**src/rtl/buddy_pkg.sv**
```systemverilog
package buddy_pkg;
  typedef enum logic [2:0] {
    ST_IDLE  = 3'd0,
    ST_FIND  = 3'd1,
    ST_SPLIT = 3'd2,
    ST_MERGE = 3'd3,
    ST_RESP  = 3'd4
  } buddy_state_e;

  localparam logic OP_ALLOC = 1'b0;
  localparam logic OP_FREE  = 1'b1;
endpackage

```
**src/rtl/buddy_size_order.sv**
```systemverilog
// Maps a request size onto the smallest order whose block holds it.
module buddy_size_order #(
  parameter int MIN_ORD = 4,
  parameter int MAX_ORD = 8,
  localparam int SW = MAX_ORD + 2,
  localparam int OW = $clog2(MAX_ORD + 1)
) (
  input  logic [SW-1:0] size,
  output logic [OW-1:0] order,
  output logic          oversize
);
  logic found;

  always_comb begin
    order    = OW'(MAX_ORD);
    found    = 1'b0;
    oversize = size > (SW'(1) << MAX_ORD);
    for (int i = MIN_ORD; i <= MAX_ORD; i++) begin
      if (!found && size <= (SW'(1) << i)) begin
        order = OW'(i);
        found = 1'b1;
      end
    end
  end
endmodule

```
**src/rtl/buddy_free_scan.sv**
```systemverilog
// Finds the lowest-addressed free block in the lowest order at or above min_ord.
module buddy_free_scan #(
  parameter int MIN_ORD = 4,
  parameter int MAX_ORD = 8,
  localparam int NLVL = MAX_ORD - MIN_ORD + 1,
  localparam int IW   = MAX_ORD - MIN_ORD,
  localparam int NBLK = 1 << IW,
  localparam int OW   = $clog2(MAX_ORD + 1)
) (
  input  logic [NLVL-1:0][NBLK-1:0] free_map,
  input  logic [OW-1:0]             min_ord,
  output logic                      hit,
  output logic [OW-1:0]             hit_ord,
  output logic [IW-1:0]             hit_idx
);
  logic          lvl_any [NLVL];
  logic [IW-1:0] lvl_idx [NLVL];

  genvar g;
  for (g = 0; g < NLVL; g++) begin : g_lvl
    always_comb begin
      lvl_any[g] = |free_map[g];
      lvl_idx[g] = '0;
      for (int b = NBLK - 1; b >= 0; b--) begin
        if (free_map[g][b]) lvl_idx[g] = IW'(b);
      end
    end
  end

  always_comb begin
    hit     = 1'b0;
    hit_ord = '0;
    hit_idx = '0;
    for (int j = 0; j < NLVL; j++) begin
      if (!hit && lvl_any[j] && (j + MIN_ORD) >= int'(min_ord)) begin
        hit     = 1'b1;
        hit_ord = OW'(j + MIN_ORD);
        hit_idx = lvl_idx[j];
      end
    end
  end
endmodule

```
**src/rtl/buddy_map.sv**
```systemverilog
// One bit per block per order, with one set port and one clear port.
module buddy_map #(
  parameter int NLVL     = 5,
  parameter int NBLK     = 16,
  parameter bit INIT_TOP = 1'b0,
  localparam int LW = (NLVL > 1) ? $clog2(NLVL) : 1,
  localparam int IW = (NBLK > 1) ? $clog2(NBLK) : 1
) (
  input  logic                      clk,
  input  logic                      rst_n,
  input  logic                      set_en,
  input  logic [LW-1:0]             set_lvl,
  input  logic [IW-1:0]             set_idx,
  input  logic                      clr_en,
  input  logic [LW-1:0]             clr_lvl,
  input  logic [IW-1:0]             clr_idx,
  output logic [NLVL-1:0][NBLK-1:0] map_q
);
  localparam logic [NLVL*NBLK-1:0] RST_FLAT =
    INIT_TOP ? ((NLVL*NBLK)'(1) << ((NLVL - 1) * NBLK)) : '0;

  logic [NLVL-1:0][NBLK-1:0] map_d;
  logic                      map_en;

  assign map_en = set_en | clr_en;

  always_comb begin
    map_d = map_q;
    if (clr_en) map_d[clr_lvl][clr_idx] = 1'b0;
    if (set_en) map_d[set_lvl][set_idx] = 1'b1;
  end

  always_ff @(posedge clk or negedge rst_n) begin
    if (!rst_n)      map_q <= RST_FLAT;
    else if (map_en) map_q <= map_d;
  end
endmodule

```
**src/rtl/buddy_alloc_top.sv**
```systemverilog
module buddy_alloc_top
  import buddy_pkg::*;
#(
  parameter int MIN_ORD = 4,
  parameter int MAX_ORD = 8,
  localparam int AW   = MAX_ORD,
  localparam int SW   = MAX_ORD + 2,
  localparam int OW   = $clog2(MAX_ORD + 1),
  localparam int NLVL = MAX_ORD - MIN_ORD + 1,
  localparam int IW   = MAX_ORD - MIN_ORD,
  localparam int NBLK = 1 << IW,
  localparam int LW   = (NLVL > 1) ? $clog2(NLVL) : 1
) (
  input  logic          clk,
  input  logic          rst_n,
  input  logic          req_valid,
  output logic          req_ready,
  input  logic          req_op,
  input  logic [SW-1:0] req_size,
  input  logic [AW-1:0] req_addr,
  input  logic [OW-1:0] req_order,
  output logic          rsp_valid,
  input  logic          rsp_ready,
  output logic          rsp_op,
  output logic          rsp_ok,
  output logic [AW-1:0] rsp_addr,
  output logic [OW-1:0] rsp_order,
  output logic          busy
);
  function automatic logic [LW-1:0] lvl_of(input logic [OW-1:0] o);
    return LW'(o - OW'(MIN_ORD));
  endfunction

  function automatic logic [IW-1:0] idx_of(input logic [AW-1:0] a, input logic [OW-1:0] o);
    return IW'(a >> o);
  endfunction

  // reset: asynchronous assertion, synchronous release
  logic [1:0] rst_pipe_q;
  logic       rst_sync_n;

  always_ff @(posedge clk or negedge rst_n) begin
    if (!rst_n) rst_pipe_q <= 2'b00;
    else        rst_pipe_q <= {rst_pipe_q[0], 1'b1};
  end
  assign rst_sync_n = rst_pipe_q[1];

  buddy_state_e  state_q, state_d;
  logic          op_q, op_d;
  logic [SW-1:0] size_q, size_d;
  logic [AW-1:0] addr_q, addr_d;
  logic [OW-1:0] ord_q, ord_d;
  logic [AW-1:0] cur_addr_q, cur_addr_d;
  logic [OW-1:0] cur_ord_q, cur_ord_d;
  logic [OW-1:0] tgt_ord_q, tgt_ord_d;
  logic          ok_q, ok_d;
  logic [AW-1:0] raddr_q, raddr_d;
  logic [OW-1:0] rord_q, rord_d;
  logic          req_acc;
  logic          work_en;

  logic [NLVL-1:0][NBLK-1:0] free_map, used_map;
  logic          fset_en, fclr_en, uset_en, uclr_en;
  logic [LW-1:0] fset_lvl, fclr_lvl, uset_lvl, uclr_lvl;
  logic [IW-1:0] fset_idx, fclr_idx, uset_idx, uclr_idx;

  logic [OW-1:0] fit_ord;
  logic          fit_over;
  logic          scan_hit;
  logic [OW-1:0] scan_ord;
  logic [IW-1:0] scan_idx;

  buddy_size_order #(.MIN_ORD(MIN_ORD), .MAX_ORD(MAX_ORD)) u_fit (
    .size     (size_q),
    .order    (fit_ord),
    .oversize (fit_over)
  );

  buddy_free_scan #(.MIN_ORD(MIN_ORD), .MAX_ORD(MAX_ORD)) u_scan (
    .free_map (free_map),
    .min_ord  (fit_ord),
    .hit      (scan_hit),
    .hit_ord  (scan_ord),
    .hit_idx  (scan_idx)
  );

  buddy_map #(.NLVL(NLVL), .NBLK(NBLK), .INIT_TOP(1'b1)) u_free_map (
    .clk     (clk),
    .rst_n   (rst_sync_n),
    .set_en  (fset_en),
    .set_lvl (fset_lvl),
    .set_idx (fset_idx),
    .clr_en  (fclr_en),
    .clr_lvl (fclr_lvl),
    .clr_idx (fclr_idx),
    .map_q   (free_map)
  );

  buddy_map #(.NLVL(NLVL), .NBLK(NBLK), .INIT_TOP(1'b0)) u_used_map (
    .clk     (clk),
    .rst_n   (rst_sync_n),
    .set_en  (uset_en),
    .set_lvl (uset_lvl),
    .set_idx (uset_idx),
    .clr_en  (uclr_en),
    .clr_lvl (uclr_lvl),
    .clr_idx (uclr_idx),
    .map_q   (used_map)
  );

  assign req_acc = (state_q == ST_IDLE) && req_valid;

  // next-state logic
  logic          rng_ok, algn_ok, used_hit;
  logic [OW-1:0] nord;
  logic [AW-1:0] base, buddy;

  always_comb begin
    state_d    = state_q;
    op_d       = op_q;
    size_d     = size_q;
    addr_d     = addr_q;
    ord_d      = ord_q;
    cur_addr_d = cur_addr_q;
    cur_ord_d  = cur_ord_q;
    tgt_ord_d  = tgt_ord_q;
    ok_d       = ok_q;
    raddr_d    = raddr_q;
    rord_d     = rord_q;
    fset_en = 1'b0; fset_lvl = '0; fset_idx = '0;
    fclr_en = 1'b0; fclr_lvl = '0; fclr_idx = '0;
    uset_en = 1'b0; uset_lvl = '0; uset_idx = '0;
    uclr_en = 1'b0; uclr_lvl = '0; uclr_idx = '0;
    rng_ok   = (ord_q >= OW'(MIN_ORD)) && (ord_q <= OW'(MAX_ORD));
    algn_ok  = (addr_q & ((AW'(1) << ord_q) - AW'(1))) == '0;
    used_hit = 1'b0;
    if (rng_ok) used_hit = used_map[lvl_of(ord_q)][idx_of(addr_q, ord_q)];
    nord  = cur_ord_q - OW'(1);
    base  = AW'(scan_idx) << scan_ord;
    buddy = cur_addr_q ^ (AW'(1) << cur_ord_q);

    case (state_q)
      ST_IDLE: begin
        if (req_valid) begin
          op_d    = req_op;
          size_d  = req_size;
          addr_d  = req_addr;
          ord_d   = req_order;
          state_d = ST_FIND;
        end
      end
      ST_FIND: begin
        if (op_q == OP_ALLOC) begin
          if (fit_over || !scan_hit) begin
            ok_d    = 1'b0;
            raddr_d = '0;
            rord_d  = '0;
            state_d = ST_RESP;
          end else begin
            fclr_en    = 1'b1;
            fclr_lvl   = lvl_of(scan_ord);
            fclr_idx   = scan_idx;
            cur_addr_d = base;
            cur_ord_d  = scan_ord;
            tgt_ord_d  = fit_ord;
            if (scan_ord == fit_ord) begin
              uset_en  = 1'b1;
              uset_lvl = lvl_of(fit_ord);
              uset_idx = scan_idx;
              ok_d     = 1'b1;
              raddr_d  = base;
              rord_d   = fit_ord;
              state_d  = ST_RESP;
            end else begin
              state_d = ST_SPLIT;
            end
          end
        end else begin
          raddr_d = addr_q;
          rord_d  = ord_q;
          if (rng_ok && algn_ok && used_hit) begin
            uclr_en    = 1'b1;
            uclr_lvl   = lvl_of(ord_q);
            uclr_idx   = idx_of(addr_q, ord_q);
            cur_addr_d = addr_q;
            cur_ord_d  = ord_q;
            ok_d       = 1'b1;
            state_d    = ST_MERGE;
          end else begin
            ok_d    = 1'b0;
            state_d = ST_RESP;
          end
        end
      end
      ST_SPLIT: begin
        fset_en   = 1'b1;
        fset_lvl  = lvl_of(nord);
        fset_idx  = idx_of(cur_addr_q | (AW'(1) << nord), nord);
        cur_ord_d = nord;
        if (nord == tgt_ord_q) begin
          uset_en  = 1'b1;
          uset_lvl = lvl_of(nord);
          uset_idx = idx_of(cur_addr_q, nord);
          raddr_d  = cur_addr_q;
          rord_d   = nord;
          ok_d     = 1'b1;
          state_d  = ST_RESP;
        end
      end
      ST_MERGE: begin
        if ((cur_ord_q < OW'(MAX_ORD)) &&
            free_map[lvl_of(cur_ord_q)][idx_of(buddy, cur_ord_q)]) begin
          fclr_en    = 1'b1;
          fclr_lvl   = lvl_of(cur_ord_q);
          fclr_idx   = idx_of(buddy, cur_ord_q);
          cur_addr_d = cur_addr_q & ~(AW'(1) << cur_ord_q);
          cur_ord_d  = cur_ord_q + OW'(1);
        end else begin
          fset_en  = 1'b1;
          fset_lvl = lvl_of(cur_ord_q);
          fset_idx = idx_of(cur_addr_q, cur_ord_q);
          state_d  = ST_RESP;
        end
      end
      ST_RESP: begin
        if (rsp_ready) state_d = ST_IDLE;
      end
      default: state_d = ST_IDLE;
    endcase
  end

  assign work_en = (state_q == ST_FIND) || (state_q == ST_SPLIT) || (state_q == ST_MERGE);

  // registers
  always_ff @(posedge clk or negedge rst_sync_n) begin
    if (!rst_sync_n) state_q <= ST_IDLE;
    else             state_q <= state_d;
  end

  always_ff @(posedge clk or negedge rst_sync_n) begin
    if (!rst_sync_n) begin
      op_q   <= OP_ALLOC;
      size_q <= '0;
      addr_q <= '0;
      ord_q  <= '0;
    end else if (req_acc) begin
      op_q   <= op_d;
      size_q <= size_d;
      addr_q <= addr_d;
      ord_q  <= ord_d;
    end
  end

  always_ff @(posedge clk or negedge rst_sync_n) begin
    if (!rst_sync_n) begin
      cur_addr_q <= '0;
      cur_ord_q  <= '0;
      tgt_ord_q  <= '0;
      ok_q       <= 1'b0;
      raddr_q    <= '0;
      rord_q     <= '0;
    end else if (work_en) begin
      cur_addr_q <= cur_addr_d;
      cur_ord_q  <= cur_ord_d;
      tgt_ord_q  <= tgt_ord_d;
      ok_q       <= ok_d;
      raddr_q    <= raddr_d;
      rord_q     <= rord_d;
    end
  end

  assign req_ready = (state_q == ST_IDLE);
  assign busy      = (state_q != ST_IDLE);
  assign rsp_valid = (state_q == ST_RESP);
  assign rsp_op    = op_q;
  assign rsp_ok    = ok_q;
  assign rsp_addr  = raddr_q;
  assign rsp_order = rord_q;
endmodule

```
**config.mk**
```make
export PLATFORM = sky130hd
export DESIGN_NAME = buddy_alloc_top
export DESIGN_NICKNAME = d
export VERILOG_FILES = /design/src/rtl/buddy_pkg.sv /design/src/rtl/buddy_size_order.sv /design/src/rtl/buddy_free_scan.sv /design/src/rtl/buddy_map.sv /design/src/rtl/buddy_alloc_top.sv
export SDC_FILE = /design/constraint.sdc
export NUM_CORES = 1
export LEC_CHECK = 0
export BUFFER_PORTS_ARGS = -buffer_cell sky130_fd_sc_hd__buf_2
export CORE_ASPECT_RATIO = 1.2
export CORE_MARGIN = 4
export CORE_UTILIZATION = 50
export DETAILED_ROUTE_END_ITERATION = 12
export HOLD_SLACK_MARGIN = 0.02
export MAX_ROUTING_LAYER = met4
export PLACE_DENSITY = 0.64
export SYNTH_ARGS = -nofsm -noshare
export SYNTH_HDL_FRONTEND = slang
export SYNTH_SLANG_ARGS = --single-unit
export TNS_END_PERCENT = 50
```
**constraint.sdc**
```tcl
create_clock -name clk -period 7.6 [get_ports clk]
set_input_delay 1.9 -clock clk [delete_from_list [all_inputs] [get_ports clk]]
set_output_delay 1.9 -clock clk [all_outputs]
set_load 0.01 [all_outputs]
```
# Yosys cells after proc, flatten, opt, wreduce, memory -nomap -nowiden
# Cells that the tools add are included.
[classes] n_addsub=8 magnitude_cmp=34 eq_ne=14 shifts=9 mux=209 n_bitwise=15 reduce_logical=55
[ops] operator="$mux W4" count=110
[ops] operator="$mux W80" count=4
[ops] operator="$demux W16 S3" count=4
[ops] operator="$and A80 B80 Y80" count=2
[ops] operator="$not A80 Y80" count=2
[ops] operator="$or A80 B80 Y80" count=2
[ops] operator="$bmux W16 S3" count=2
[ops] operator="$mux W16" count=6
[ops] operator="$reduce_or A16 Y1" count=5
[ops] operator="$mux W3" count=23
[ops] operator="$mux W8" count=8
[ops] operator="$shr A8 B4 Y4" count=5
[ops] operator="$pmux W4 S2" count=4
[ops] operator="$pmux W8 S2" count=2
[ops] operator="$mux W1" count=31
[ops] operator="$lt A4 B5 Y1 const B" count=6
[ops] operator="$logic_and A1 B1 Y1" count=26
[ops] operator="$lt A3 B4 Y1 const B" count=6
[ops] operator="$shl A1 B4 Y8 const A" count=3
[ops] operator="$pmux W3 S2" count=3
[ops] operator="$and A8 B8 Y8" count=2
[ops] operator="$demux W1 S4" count=4
[ops] operator="$ge A3 B4 Y1 const A" count=4
[ops] operator="$ge A4 B1 Y1 const B" count=4
[ops] operator="42 further kinds" count=76
[totals] register_bits=217 in_bits=27 output_inout_bits=17 wordCells=366

# Longest topological paths before layout
[depth] word_depth=49 depth_mapped=20 ltp_nobuf=14

# By module
# Synthesis repeated with hierarchy kept, for this count alone.
[hier_totals] cells_unflattened=1658 hier_area_um2=14705.4
[modules_own_cells] module="buddy_alloc_top" instances=1 cells_each=764 area_each_um2=6326.1 seq_area_each_um2=1426.4
[modules_own_cells] module="buddy_map (u_free_map)" instances=1 cells_each=345 area_each_um2=3574.7 seq_area_each_um2=2003.2
[modules_own_cells] module="buddy_map (u_used_map)" instances=1 cells_each=345 area_each_um2=3573.4 seq_area_each_um2=2001.9
[modules_own_cells] module="buddy_free_scan" instances=1 cells_each=187 area_each_um2=1117.3 seq_area_each_um2=0.0
[modules_own_cells] module="buddy_size_order" instances=1 cells_each=17 area_each_um2=113.9 seq_area_each_um2=0.0

# Worst setup path before layout
# Ideal clock, no wire load.
[synth_timing] kind="reg2reg" startpoint="register cur_ord_q[0]" endpoint="register u_free_map.map_q[27] (netlist name)" setup_time_ps=119 arrival_ps=4945 required_time_ps=7481 path_slack_ps=2536 path_stages_with_launch=21 path_buffers=6 synth_period_minus_slack_ps=5064 cell_sequence="dfrtp_1 buf_2 buf_2 inv_1 clkbuf_1 clkbuf_1 ha_1 nand2_1 ha_1 mux4_2 and2_1 nor2_2 mux2_2 o2111ai_1 o211ai_2 or2_0 clkbuf_1 o32a_1 buf_2 or2_1 o21a_1"
[synth_via] elab_chain_len=19 word_cells_on_any_way=54 classes_between="3 x add/sub; 9 x order compare; 5 x shift; 26 x mux; 6 x bitwise; 5 x reduce/logical"
[synth_lines] item="from (decl)" line="buddy_alloc_top.sv:54" source="logic [OW-1:0] cur_ord_q, cur_ord_d;"
[synth_lines] item="from (signal assigned)" line="buddy_alloc_top.sv:264" source="cur_ord_q <= cur_ord_d;"
[synth_lines] item="$sub A3 B3 Y3 or $shl A1 B4 Y8 (tied branches)" line="buddy_alloc_top.sv:31, buddy_alloc_top.sv:140"
[synth_lines] item="$bmux W16 S3 or $xor A8 B8 Y8 (tied branches)" line="buddy_alloc_top.sv:212, buddy_alloc_top.sv:140"
[synth_lines] item="$mux W16 (implied by the code) or $shr A8 B4 Y4 (tied branches)" line="buddy_alloc_top.sv:212, buddy_alloc_top.sv:35"
[synth_lines] item="$bmux W1 S4" line="buddy_alloc_top.sv:212" source="free_map[lvl_of(cur_ord_q)][idx_of(buddy, cur_ord_q)]) begin"
[synth_lines] item="$mux W1 (implied by the code)" line="buddy_alloc_top.sv:212"
[synth_lines] item="$logic_and A1 B1 Y1" line="buddy_alloc_top.sv:211" source="if ((cur_ord_q < OW'(MAX_ORD)) &&"
[synth_lines] item="$mux W4" line="buddy_alloc_top.sv:211"
[synth_lines] item="$pmux W4 S2" line="buddy_alloc_top.sv:142" source="case (state_q)"
[synth_lines] item="[3 not listed]"
[synth_lines] item="$demux W1 S4"
[synth_lines] item="$mux W16 (implied by the code)" line="buddy_map.sv:29" source="if (clr_en) map_d[clr_lvl][clr_idx] = 1'b0;"
[synth_lines] item="$demux W16 S3"
[synth_lines] item="$not A80 Y80 (no line)"
[synth_lines] item="$and A80 B80 Y80 (no line)"
[synth_lines] item="$mux W80" line="buddy_map.sv:29"
[synth_lines] item="$or A80 B80 Y80 (no line)"
[synth_lines] item="$mux W80" line="buddy_map.sv:30" source="if (set_en) map_d[set_lvl][set_idx] = 1'b1;"
[synth_lines] item="to (signal assigned)" line="buddy_map.sv:35" source="else if (map_en) map_q <= map_d;"
[synth_lines] item="to (decl)" line="buddy_map.sv:17" source="output logic [NLVL-1:0][NBLK-1:0] map_q"
# Parallel ways exist; a longest one is shown, timed or not. The select of a mux whose other input is x is not followed.
# A chain may end at the register's enable or synchronous reset.

# Worst setup path in the final report
[layout_timing] startpoint="register cur_ord_q[0]" endpoint="register u_free_map.map_q[22] (netlist name)"
# Same word-level chain as after synthesis.

==> out/results.tsv <==
metric	value	unit
drc	0	
cp-start-kind	register	
syn_area_per_cell	9.04	µm²
finalCritPeriodShare	78.3	%
worst_pin_slew	1150	ps
cts_buffers	24	
synth_top_area_share	37.8	%
clock_latency	550	ps
power_leakage	6.38	nW
worst-setup-path-type	reg2reg	
cts_sinks	217	
sw_frac_of_total	47.2	%
gr-usage-met1	39.7	%
maxCapViolations	0	
tns	0	ps
ys_seq_area_share	38.0	%
grt-busiest-layer	met2	
placed_cells	1934	
die_area	0.0314	mm²
io_pins	44	
ant_nets	0	
final_max_slew_viol_count	0	
combPwrFrac	51.8	%
fin_cells	1979	
first_pass_iters	6	
grt_pass1_wl	76.4	mm
p_switching	0.00284	W
p_clk_share	21.2	%
cts_tree	yes	
dieWidth	162	µm
multi_input_area	0.00828	mm²
grt_use_total	31.9	%
cts_root_buffer	clkbuf_16	
wl_per_cell	24.8	µm
num_vias	13497	
core	0.0281	mm²
nFillCells	2571	
min_path_type	reg2async	
grt_use_met2	51.2	%
grt_pass1_vias	13093	
cts_hold_buf	0	
routed_wl	49.1	mm
synth_flop_cell	dfrtp_1	
finalCriticalPeriod	5950	ps
cts_setup_buffers	0	
yosysWarnings	0	
sequentialPowerShare	26.9	%
htree_levels	1	
syn_area	0.0143	mm²
intPower	0.00317	W
fin_skew	19.4	ps
regArea	0.00544	mm²
rsz0062_at_grt	false	
hpwl	35.7	mm
synth-seq-cells	217	
syn_to_final_growth	9.53	%
synth_nets	1624	
final_nets	1625	
met3_usage	4.30	%
first_iter_violations	1557	
syn_inst	1580	
p_per_area	384	mW/mm²
die_h	193	µm
yosys.area.top_type	dfrtp_1	
synth.distinct_cells	104	
outcome	completed	
end_kind	register	
peakVddDrop	320	µV
arrival	6360	ps
ctsLongestPathBuffers	3	
ctsResizeCount	0	
rows	67	
slew_headroom	23.0	%
path_max_fanout	29	
drive_gt1_share	13.7	%
grt_max_degree	65	
antenna_found_initial	0	
grt_remaining_overflow	0	
setup_viol	0	
synth_async_sr_flop_share	100	%
ys_top_cells_by_area	dfrtp_1 (38%), mux2i_1 (4.3%), nand2_1 (3.7%), o21ai_0 (3.5%), nor2_1 (3.1%)	
vias_per_cell	6.82	
max_freq	168	MHz
clk_pin_slew	60	ps
gp_congestion	1.02	
cp.required	8010	ps
start_util	50.9	%
final-hold-violation-count	0	
portBuffers	43	
synth_edf_count	0	
==> synthesized netlist by cell type, drive strengths merged, types with 8 or more instances <==
| master | number |
|---|---|
| a21o | 18 |
| inv | 40 |
| o31ai | 46 |
| and2 | 13 |
| nor3 | 39 |
| a31oi | 19 |
| o211ai | 13 |
| a211oi | 25 |
| dfrtp | 216 |
| nor2 | 120 |
| o21ai | 122 |
| mux2 | 38 |
| mux2i | 61 |
| o21bai | 43 |
| a21oi | 83 |
| nand2 | 142 |
| a22oi | 12 |
| o21a | 35 |
| mux4 | 17 |
| o41ai | 11 |
| or2 | 15 |
| nand2b | 27 |
| a221oi | 10 |
| o22ai | 27 |
| o2bb2ai | 22 |
| or4 | 9 |
| a31o | 8 |
| clkbuf | 52 |
| ha | 17 |
| buf | 44 |
| nand3 | 37 |
| nor4 | 27 |
| or3 | 11 |
| nor2b | 15 |
| nand4 | 13 |
==> worst max-delay path, stage by stage (launching register included) <==
cell and delay, ps:
dfrtp_2 620, inv_1 750, ha_1 360, nand2_1 80, ha_1 320, mux4_2 500, and2_1 230, nor2_2 250
mux2_2 370, o2111ai_1 320, o211ai_2 250, nor2_1 630, a32oi_1 340, buf_4 290, or3b_1 380, o2bb2ai_1 120
==> power by group through the flow <==
stage | Sequential (W) | Clock [W] | Combinational [W]
floorplan | 0.00148 | 0 | 0.00230
global placement | 0.00162 | 0 | 0.00302
detailed placement | 0.00163 | 0 | 0.00303
CTS | 0.00161 | 0.00129 | 0.00305
global route | 0.00165 | 0.00134 | 0.00336
finish | 0.00162 | 0.00128 | 0.00312
==> placed cells by master, fill, tap and decap left out, types with 8 or more instances in the layout <==
cell	synthesis	layout
clkbuf_16	0	24
nand4_1	13	13
mux4_2	17	17
a21oi_1	82	82
o31ai_1	46	46
nor2b_1	15	15
a21o_1	18	18
a31o_2	8	8
or2_2	9	9
buf_4	1	28
o41ai_1	11	11
o22ai_1	27	27
ha_1	17	17
and2_1	11	11
nor2_1	119	119
buf_2	34	43
a221oi_1	10	10
nor3_1	37	37
a211oi_1	25	25
nand2b_1	27	27
o21ai_1	18	18
or3_1	10	10
nand3_1	37	37
o21bai_1	43	43
or4_1	8	8
o2bb2ai_1	22	22
mux2_2	38	38
o21ai_0	101	101
inv_1	40	40
mux2i_1	61	61
a31oi_1	18	17
o21a_1	35	35
o211ai_1	12	12
a22oi_1	12	12
dfrtp_1	216	212
nand2_1	141	141
nor4_1	26	26
==> per-stage QoR <==
| step | area (µm²) | hold slack, ps | setup slack (ps) | util [%] | power [W] |
|---|---|---|---|---|---|
| finish | 15600 | 351 | 1650 | 55.7 | 0.00601 |
| global route | 15600 | 377 | 1350 | 55.7 | 0.00636 |
| CTS | 15600 | 366 | 1810 | 55.7 | 0.00595 |
| detailed placement | 14800 | 342 | 1790 | 52.7 | 0.00467 |
| global placement | 14800 | 336 | 1960 | 52.7 | 0.00465 |
| floorplan | 14300 | 331 | 1110 | - | 0.00378 |
==> sequential cells by signal, summed over array words and instances (netlist names), 2 cells and up <==
register          cells
u_free_map.map_q     80
rsp_order             4
u_used_map.map_q     80
addr_q                8
rsp_addr              8
tgt_ord_q             4
rst_pipe_q            2
size_q               10
ord_q                 4
state_q               3
cur_addr_q            8
cur_ord_q             4
==> final timing paths <==
kind                          startpoint                    to  slack, ps  cells past startpoint
min in group clk           rst_pipe_q[0]         rst_pipe_q[1]        360                      0
max in group asynchronous  rst_pipe_q[1]          cur_ord_q[1]       5190                      2
setup reg to reg            cur_ord_q[0]  u_free_map.map_q[22]       1650                     15
hold reg to reg            rst_pipe_q[1]             size_q[3]        350                      0
setup / recovery            cur_ord_q[0]  u_free_map.map_q[22]       1650                     15
hold / removal             rst_pipe_q[1]             size_q[3]        350                      0
==> cell families (layout without fill, tap and decap cells) <==
kind of cell / count (synthesis) / count (layout) / share of synthesized area (%)
AOI/OAI and AO/OA: 577 / 577 / 28.3
xor gates and xnor gates: 10 / 10 / 0.613
adders and majority gates: 17 / 17 / 1.49
buffers and inverters: 142 / 161 / 4.11
DFF: 217 / 217 / 38.0
muxes: 116 / 116 / 9.95
other: 1 / 2 / 0.0262
and+or+nand+nor: 500 / 500 / 17.5
==> per-layer routing <==
metal  wire (µm)  up-vias
met5           0        -
met2       23400      637
li1            -     6016
met4        2930        0
met1       19500     6666
met3        3260      178
==> layout make-up <==
type                       count  share of cell area [%]
antenna                        1                  0.0160
clock buffer                  32                    4.35
clock inverter                12                    1.14
inverter                      46                    1.10
multi-input combinational   1221                    52.9
sequential                   217                    34.8
tap                          379                    3.03
timing repair buffer          71                    2.72
No activity file was read; power rests on OpenSTA's default activity.
